[config.mk]
export PLATFORM = sky130hd
export DESIGN_NAME = adc_lane_framer
export DESIGN_NICKNAME = d
export VERILOG_FILES = /design/src/rtl/adc_framer_pkg.sv /design/src/rtl/adc_framer_slot_timer.sv /design/src/rtl/adc_framer_lane.sv /design/src/rtl/adc_framer_dclk.sv /design/src/rtl/adc_lane_framer.sv
export SDC_FILE = /design/constraint.sdc
export NUM_CORES = 1
export LEC_CHECK = 0
export ABC_AREA = 1
export BUFFER_PORTS_ARGS = -buffer_cell sky130_fd_sc_hd__buf_4
export CAP_MARGIN = 40
export CORE_MARGIN = 3
export CORE_UTILIZATION = 39
export CTS_CLUSTER_SIZE = 12
export DETAILED_ROUTE_END_ITERATION = 6
export GPL_TIMING_DRIVEN = 0
export PLACE_DENSITY = 0.64
export SKIP_LAST_GASP = 1
export SYNTH_ARGS = -nofsm -noshare
export SYNTH_HDL_FRONTEND = slang
export SYNTH_SLANG_ARGS = --single-unit
export TNS_END_PERCENT = 10
[constraint.sdc]
create_clock -name clk -period 2.1 [get_ports clk]
set_clock_uncertainty 0.2 [all_clocks]
set_input_delay 0.105 -clock clk [delete_from_list [all_inputs] [get_ports clk]]
set_output_delay 0.105 -clock clk [all_outputs]
set_load 0.02 [all_outputs]
[src/rtl/adc_framer_pkg.sv]
package adc_framer_pkg;

    // Output coding applied when a held word is loaded into the shifter
    typedef enum logic {
        CODE_OFFSET = 1'b0,
        CODE_TWOS   = 1'b1
    } code_e;

    // Default sample word width
    localparam int unsigned DEF_WORD_W = 12;

    // Default number of serial lanes
    localparam int unsigned DEF_LANES = 4;

endpackage

[src/rtl/adc_framer_slot_timer.sv]
module adc_framer_slot_timer #(
    parameter int WORD_W = 12
) (
    input  logic clk,
    input  logic rst_n,
    output logic load_o,
    output logic frame_o
);
    localparam int SLOT_W = $clog2(WORD_W);
    localparam logic [SLOT_W-1:0] SLOT_LAST = SLOT_W'(WORD_W - 1);
    localparam logic [SLOT_W-1:0] SLOT_HALF = SLOT_W'(WORD_W / 2);
    localparam logic [SLOT_W-1:0] SLOT_ONE  = SLOT_W'(1);

    typedef struct packed {
        logic [SLOT_W-1:0] slot;
        logic              frame;
    } tmr_t;

    tmr_t st_d, st_q;

    always_comb begin
        st_d = st_q;
        if (st_q.slot == SLOT_LAST) begin
            st_d.slot = '0;
        end else begin
            st_d.slot = st_q.slot + SLOT_ONE;
        end
        // marker covers the first half of the word
        st_d.frame = (st_d.slot < SLOT_HALF);
    end

    always_ff @(posedge clk) begin
        if (!rst_n) begin
            st_q.slot  <= SLOT_LAST;
            st_q.frame <= 1'b0;
        end else begin
            st_q <= st_d;
        end
    end

    // the shifters load on the edge that closes the last slot
    assign load_o  = (st_q.slot == SLOT_LAST);
    assign frame_o = st_q.frame;

endmodule

[src/rtl/adc_framer_lane.sv]
module adc_framer_lane
    import adc_framer_pkg::*;
#(
    parameter int WORD_W = 12
) (
    input  logic              clk,
    input  logic              rst_n,
    input  logic              valid_i,
    input  logic [WORD_W-1:0] word_i,
    input  logic              twos_i,
    input  logic              load_i,
    output logic [WORD_W-1:0] hold_o,
    output logic              ser_o
);
    typedef struct packed {
        logic [WORD_W-1:0] hold;
        logic [WORD_W-1:0] shift;
    } lane_t;

    lane_t ln_d, ln_q;
    code_e code;

    assign code = code_e'(twos_i);

    always_comb begin
        ln_d = ln_q;
        if (valid_i) begin
            ln_d.hold = word_i;
        end
        if (load_i) begin
            // a word captured on the load edge still makes this frame
            ln_d.shift = ln_d.hold;
            if (code == CODE_TWOS) begin
                ln_d.shift[WORD_W-1] = ~ln_d.hold[WORD_W-1];
            end
        end else begin
            ln_d.shift = {ln_q.shift[WORD_W-2:0], 1'b0};
        end
    end

    always_ff @(posedge clk) begin
        if (!rst_n) begin
            ln_q <= '0;
        end else begin
            ln_q <= ln_d;
        end
    end

    assign hold_o = ln_q.hold;
    assign ser_o  = ln_q.shift[WORD_W-1];

endmodule

[src/rtl/adc_framer_dclk.sv]
module adc_framer_dclk (
    input  logic clk,
    input  logic rst_n,
    output logic dclk_o
);
    logic dclk_d, dclk_q;

    always_comb begin
        dclk_d = ~dclk_q;
    end

    // falling-edge register puts both data clock edges mid-slot
    always_ff @(negedge clk) begin
        if (!rst_n) begin
            dclk_q <= 1'b0;
        end else begin
            dclk_q <= dclk_d;
        end
    end

    assign dclk_o = dclk_q;

endmodule

[src/rtl/adc_lane_framer.sv]
module adc_lane_framer #(
    parameter int NUM_LANES = 4,
    parameter int WORD_W    = 12
) (
    input  logic                          clk,
    input  logic                          rst_n,
    input  logic                          twos_mode,
    input  logic                          sample_valid,
    input  logic [NUM_LANES*WORD_W-1:0]   samples,
    output logic [NUM_LANES-1:0]          lane_data,
    output logic                          dclk_out,
    output logic                          frame_out
);
    localparam int BUS_W = NUM_LANES * WORD_W;

    logic             load;
    logic [BUS_W-1:0] lane_hold;

    adc_framer_slot_timer #(
        .WORD_W (WORD_W)
    ) i_timer (
        .clk     (clk),
        .rst_n   (rst_n),
        .load_o  (load),
        .frame_o (frame_out)
    );

    adc_framer_dclk i_dclk (
        .clk    (clk),
        .rst_n  (rst_n),
        .dclk_o (dclk_out)
    );

    for (genvar g = 0; g < NUM_LANES; g++) begin : g_lane
        adc_framer_lane #(
            .WORD_W (WORD_W)
        ) i_lane (
            .clk     (clk),
            .rst_n   (rst_n),
            .valid_i (sample_valid),
            .word_i  (samples[g*WORD_W +: WORD_W]),
            .twos_i  (twos_mode),
            .load_i  (load),
            .hold_o  (lane_hold[g*WORD_W +: WORD_W]),
            .ser_o   (lane_data[g])
        );
    end

endmodule

# After elaboration in Yosys (flattened, before gate mapping)
# Index checks and enable logic that the tools add are counted.
# W data, S select, Z words.
[op_classes] add_sub_neg=1 n_lt_le_gt_ge=1 n_eq_ne=1 mux=13 bitwise=5 n_reduce_logical=1
[op_table] op="$mux W12" n=8
[op_table] op="$not A1 Y1" n=5
[op_table] op="$add A4 B1 Y4 const B" n=1
[op_table] op="$eq A4 B4 Y1 const B" n=1
[op_table] op="$lt A4 B3 Y1 const B" n=1
[op_table] op="$mux W1" n=4
[op_table] op="$mux W4" n=1
[op_table] op="$reduce_and A2 Y1" n=1
[totals] reg_bits=102 in_bits=52 out_inout_bits=6 word_cells=37

# Depth between registers and ports, before layout
[logic_depth] ltp_word=4 depth_mapped=9 depth_no_buf=7

# By module
# A second synthesis with hierarchy kept.
[hier_totals] hier_cells=526 hier_area_um2=4286.6
[by_module_without_submodules] mod="adc_framer_lane" instances=4 cells_each=124 area_per_inst_um2=1011.0 seq_area_each_um2=480.5
[by_module_without_submodules] mod="adc_framer_slot_timer" instances=1 cells_each=26 area_per_inst_um2=209.0 seq_area_each_um2=100.1
[by_module_without_submodules] mod="adc_framer_dclk" instances=1 cells_each=4 area_per_inst_um2=33.8 seq_area_each_um2=20.0

==> impl_metrics.prom <==
# TYPE chip_impl_metric gauge
chip_impl_metric{name="detail_route.wirelength",unit="um"} 9150
chip_impl_info{name="critPathSlowestCell",value="dfxtp_2"} 1
chip_impl_metric{name="gp_congestion",unit=""} 0.749
chip_impl_metric{name="groute.usage.overall",unit="%"} 16.8
chip_impl_metric{name="synthesized_area_per_cell",unit="um^2"} 7.60
chip_impl_metric{name="worst_ir_drop_vdd",unit="V"} 0.000464
chip_impl_info{name="layout.cells.most_common",value="nand2_1"} 1
chip_impl_metric{name="final_core_util",unit="%"} 54.4
chip_impl_metric{name="diodes",unit=""} 0
chip_impl_metric{name="total_of_max_cap_violations",unit=""} 0
chip_impl_info{name="layout.cells.most_common_list",value="137 x nand2_1, 101 x dfxtp_1, 94 x nor2_1, 58 x buf_4, 51 x dlygate4sd3_1"} 1
chip_impl_metric{name="cp.buffers_inverters",unit=""} 1
chip_impl_metric{name="cts.reportedPaths.clkPinSlew",unit="ns"} 0.09
chip_impl_info{name="path_cells",value="buf_6"} 1
chip_impl_metric{name="grt_antenna_before_repair",unit=""} 0
chip_impl_metric{name="power.density_cell_area",unit="nW/um^2"} 869
chip_impl_info{name="run_status",value="finished with violations"} 1
chip_impl_metric{name="first_pass_grt_wire_length",unit="um"} 15000
chip_impl_metric{name="layout-drive-gt1-share",unit="%"} 17.9
chip_impl_metric{name="globalRoute.totalOverflow",unit=""} 0
chip_impl_metric{name="critPathMaxFanout",unit=""} 2
chip_impl_metric{name="drt_iter0_drc",unit=""} 98
chip_impl_metric{name="fp.dieH",unit="um"} 106
chip_impl_metric{name="fp.coreArea",unit="um^2"} 9460
chip_impl_info{name="timing.rr.end",value="g_lane[0].i_lane.ln_q[2]$_SDFF_PN0_"} 1
chip_impl_metric{name="numPlacedInstances",unit=""} 693
chip_impl_metric{name="vias",unit=""} 3418
chip_impl_metric{name="critical_path_cell_count",unit=""} 1
chip_impl_info{name="regToRegStartpoint",value="i_timer.st_q[1]$_SDFF_PN1_"} 1
chip_impl_metric{name="wl_per_cell",unit="um"} 12.0
chip_impl_info{name="timing.critical_path.from_type",value="register"} 1
chip_impl_info{name="critical_path.startpoint",value="i_dclk.dclk_o$_SDFF_NN0_"} 1
chip_impl_metric{name="maxSlewHeadroom",unit="%"} 67.6
chip_impl_info{name="criticalPathCategory",value="register to output port"} 1
chip_impl_metric{name="drt_pass1_iterations",unit=""} 4
chip_impl_metric{name="finish.net_count",unit=""} 679
chip_impl_metric{name="clock_latency",unit="ns"} 0.35
chip_impl_metric{name="worst_path_setup_slack_after_routing",unit="ns"} -0.0742
chip_impl_metric{name="numPortBuffers",unit=""} 55
chip_impl_metric{name="number_of_global_route_vias_before_repair",unit=""} 3215
chip_impl_metric{name="postCtsSetupRepairBufs",unit=""} 0
chip_impl_info{name="violations",value="setup timing"} 1
chip_impl_metric{name="dpl_cell_area",unit="um^2"} 4440
chip_impl_metric{name="die_outline_area",unit="um^2"} 11100
chip_impl_info{name="crit_path_leading_delay_family",value="flip-flops"} 1
chip_impl_info{name="unrepaired_setup_endpoints_after_global_routing",value="yes"} 1
chip_impl_info{name="clk_root_buffer_cell",value="clkbuf_8"} 1
chip_impl_metric{name="area_growth_syn_to_layout",unit="%"} 33.0
chip_impl_metric{name="grt_start_max_net_pins",unit=""} 16
chip_impl_info{name="tritoncts",value="done"} 1
chip_impl_metric{name="detail-route-antenna-nets",unit=""} 0
chip_impl_metric{name="setup.reg_to_reg.worst_slack",unit="ns"} 0.37
chip_impl_metric{name="final-instance-count-excl-fill",unit=""} 760
chip_impl_info{name="holdCritPathClass",value="input pin to register"} 1
chip_impl_metric{name="avgViaCountPerCell",unit=""} 4.50
chip_impl_metric{name="clock_sink_count",unit=""} 102
chip_impl_metric{name="cts-htree-levels",unit=""} 3
chip_impl_metric{name="worst_ep_required_time",unit="ns"} 1.79
chip_impl_metric{name="synth-warning-count",unit=""} 0
chip_impl_metric{name="die_width",unit="um"} 106
chip_impl_metric{name="power.leakage",unit="nW"} 2.41
chip_impl_info{name="setup.worst_path.end_class",value="output port"} 1
chip_impl_metric{name="synthesis.area",unit="um^2"} 3870
chip_impl_metric{name="worst-slew-pin-transition",unit="ns"} 0.486
chip_impl_metric{name="final_design_area_no_fill",unit="um^2"} 5140
chip_impl_metric{name="boundaryPins",unit=""} 58
chip_impl_metric{name="maxSlewViolCount",unit=""} 0
chip_impl_metric{name="clk_buf_depth",unit=""} 2
chip_impl_metric{name="timing.critical_path.arrival",unit="ns"} 1.87
chip_impl_info{name="cp-endpoint",value="dclk_out"} 1
chip_impl_metric{name="postSynthNetCount",unit=""} 562
chip_impl_metric{name="postSynthRegisterBits",unit=""} 102
chip_impl_metric{name="route.detailed.drc",unit=""} 0
chip_impl_metric{name="hpwlAfterDp",unit="um"} 6060
chip_impl_metric{name="worst_r2r_path_depth",unit=""} 5
chip_impl_metric{name="placement_rows",unit=""} 35
chip_impl_metric{name="dpl_worst_slack",unit="ns"} -0.0647
chip_impl_metric{name="setup_viol_count_final",unit=""} 1
chip_impl_info{name="hold_path.startpoint",value="rst_n"} 1
chip_impl_metric{name="finalHoldViolations",unit=""} 0
chip_impl_metric{name="numCtsBuffers",unit=""} 9
chip_impl_metric{name="synth.lib_cells_used.distinct",unit=""} 20
chip_impl_metric{name="ys_seq_area_share",unit="%"} 52.8
chip_impl_metric{name="syn_inst",unit=""} 509
chip_impl_metric{name="start_util",unit="%"} 40.9
chip_impl_metric{name="critical-path-max-stage-delay",unit="ns"} 0.31
repair_timing:
| action | 4_1_cts | 5_1_grt |
|---|---|---|
| setup endpoints to repair | 1 | 1 |
| endpoints found under the hold margin | 96 | 0 |
| hold buffers | 51 | 0 |
| resized for setup | 2 | 0 |
area by class of cell:
class / count / area (um^2)
plain buffers: 33 / 220
repair buffers: 106 / 927
fillers: 950 / 4320
inverters: 23 / 86.3
well taps: 129 / 161
clock inverters: 5 / 23.8
clock buffers: 12 / 165
flip-flops and latches: 102 / 2040
multi-input cells: 350 / 1520
flip-flops by register name, summed over array words and instances (netlist names):
register and count:
g_lane.i_lane.ser_o 4, g_lane.i_lane.ln_q 44, i_timer.frame_o 1, i_timer.st_q 4
i_dclk.dclk_o 1, g_lane.i_lane.hold_o 48
cells in the mapped netlist, drive strengths merged:
master	number	share of area (%)
a21oi	48	6.2
buf	26	5.0
clkbuf	7	0.74
dfxtp	102	53
ha	1	0.32
inv	24	2.3
mux2i	4	1.0
nand2	147	15
nand3	15	2.3
nor2	94	9.1
o21ai	41	5.3
power by group:
group	internal [W]	switching, W	leakage [nW]
registers	0.00220	0.0000786	0.842
logic	0.000461	0.000577	1.46
clock network	0.000524	0.000631	0.107
total	0.00318	0.00129	2.41
layer usage:
layer | GRT usage [%] | vias up | share of wire (%)
met2 | 28.7 | 62 | 48
met1 | 20.9 | 1520 | 46
met4 | 6.94 | 0 | 1.9
met5 | 0 | - | 0
li1 | - | 1822 | -
met3 | 2.82 | 14 | 3.7
metrics by stage:
stage          TNS (ns)  hold slack, ns  total power, W
3_3_place_gp    -0.0404           0.186         0.00325
5_1_grt          -0.115          0.0836         0.00473
2_1_floorplan         0          0.0679         0.00299
6_report        -0.0742          0.0412         0.00447
4_1_cts         -0.0864          0.0333         0.00450
3_5_place_dp    -0.0647           0.194         0.00328
cells by family (layout without fill, tap and decap cells):
| family | count (synthesis) | count (layout) | synth area share [%] |
|---|---|---|---|
| compound gates | 89 | 89 | 11.5 |
| mux | 4 | 4 | 1.04 |
| fa+ha+maj | 1 | 1 | 0.323 |
| buf+inv | 57 | 179 | 8.02 |
| simple gates | 256 | 256 | 26.3 |
| flops | 102 | 102 | 52.8 |
worst min path at each step:
| stage | end | slack, ns | cells past startpoint |
|---|---|---|---|
| 6_report | i_timer.st_q[4]$_SDFF_PN1_ | 0.04 | 4 |
| 4_1_cts | i_timer.st_q[4]$_SDFF_PN1_ | 0.03 | 4 |
| 3_3_place_gp | g_lane[0].i_lane.hold_o[0]$_SDFF_PN0_ | 0.19 | 3 |
| 5_1_grt | g_lane[3].i_lane.ser_o$_SDFF_PN0_ | 0.08 | 5 |
| 3_5_place_dp | g_lane[3].i_lane.hold_o[0]$_SDFF_PN0_ | 0.19 | 3 |
| 2_1_floorplan | g_lane[3].i_lane.hold_o[8]$_SDFF_PN0_ | 0.07 | 2 |
worst register-to-register path, stage by stage, from the launching register on:
cell and delay [ns]:
dfxtp_1 0.34, ha_1 0.25, nand3_4 0.17, clkbuf_1 0.41
o21ai_0 0.19, nor2_1 0.11
(Power assumes the default switching activity.)
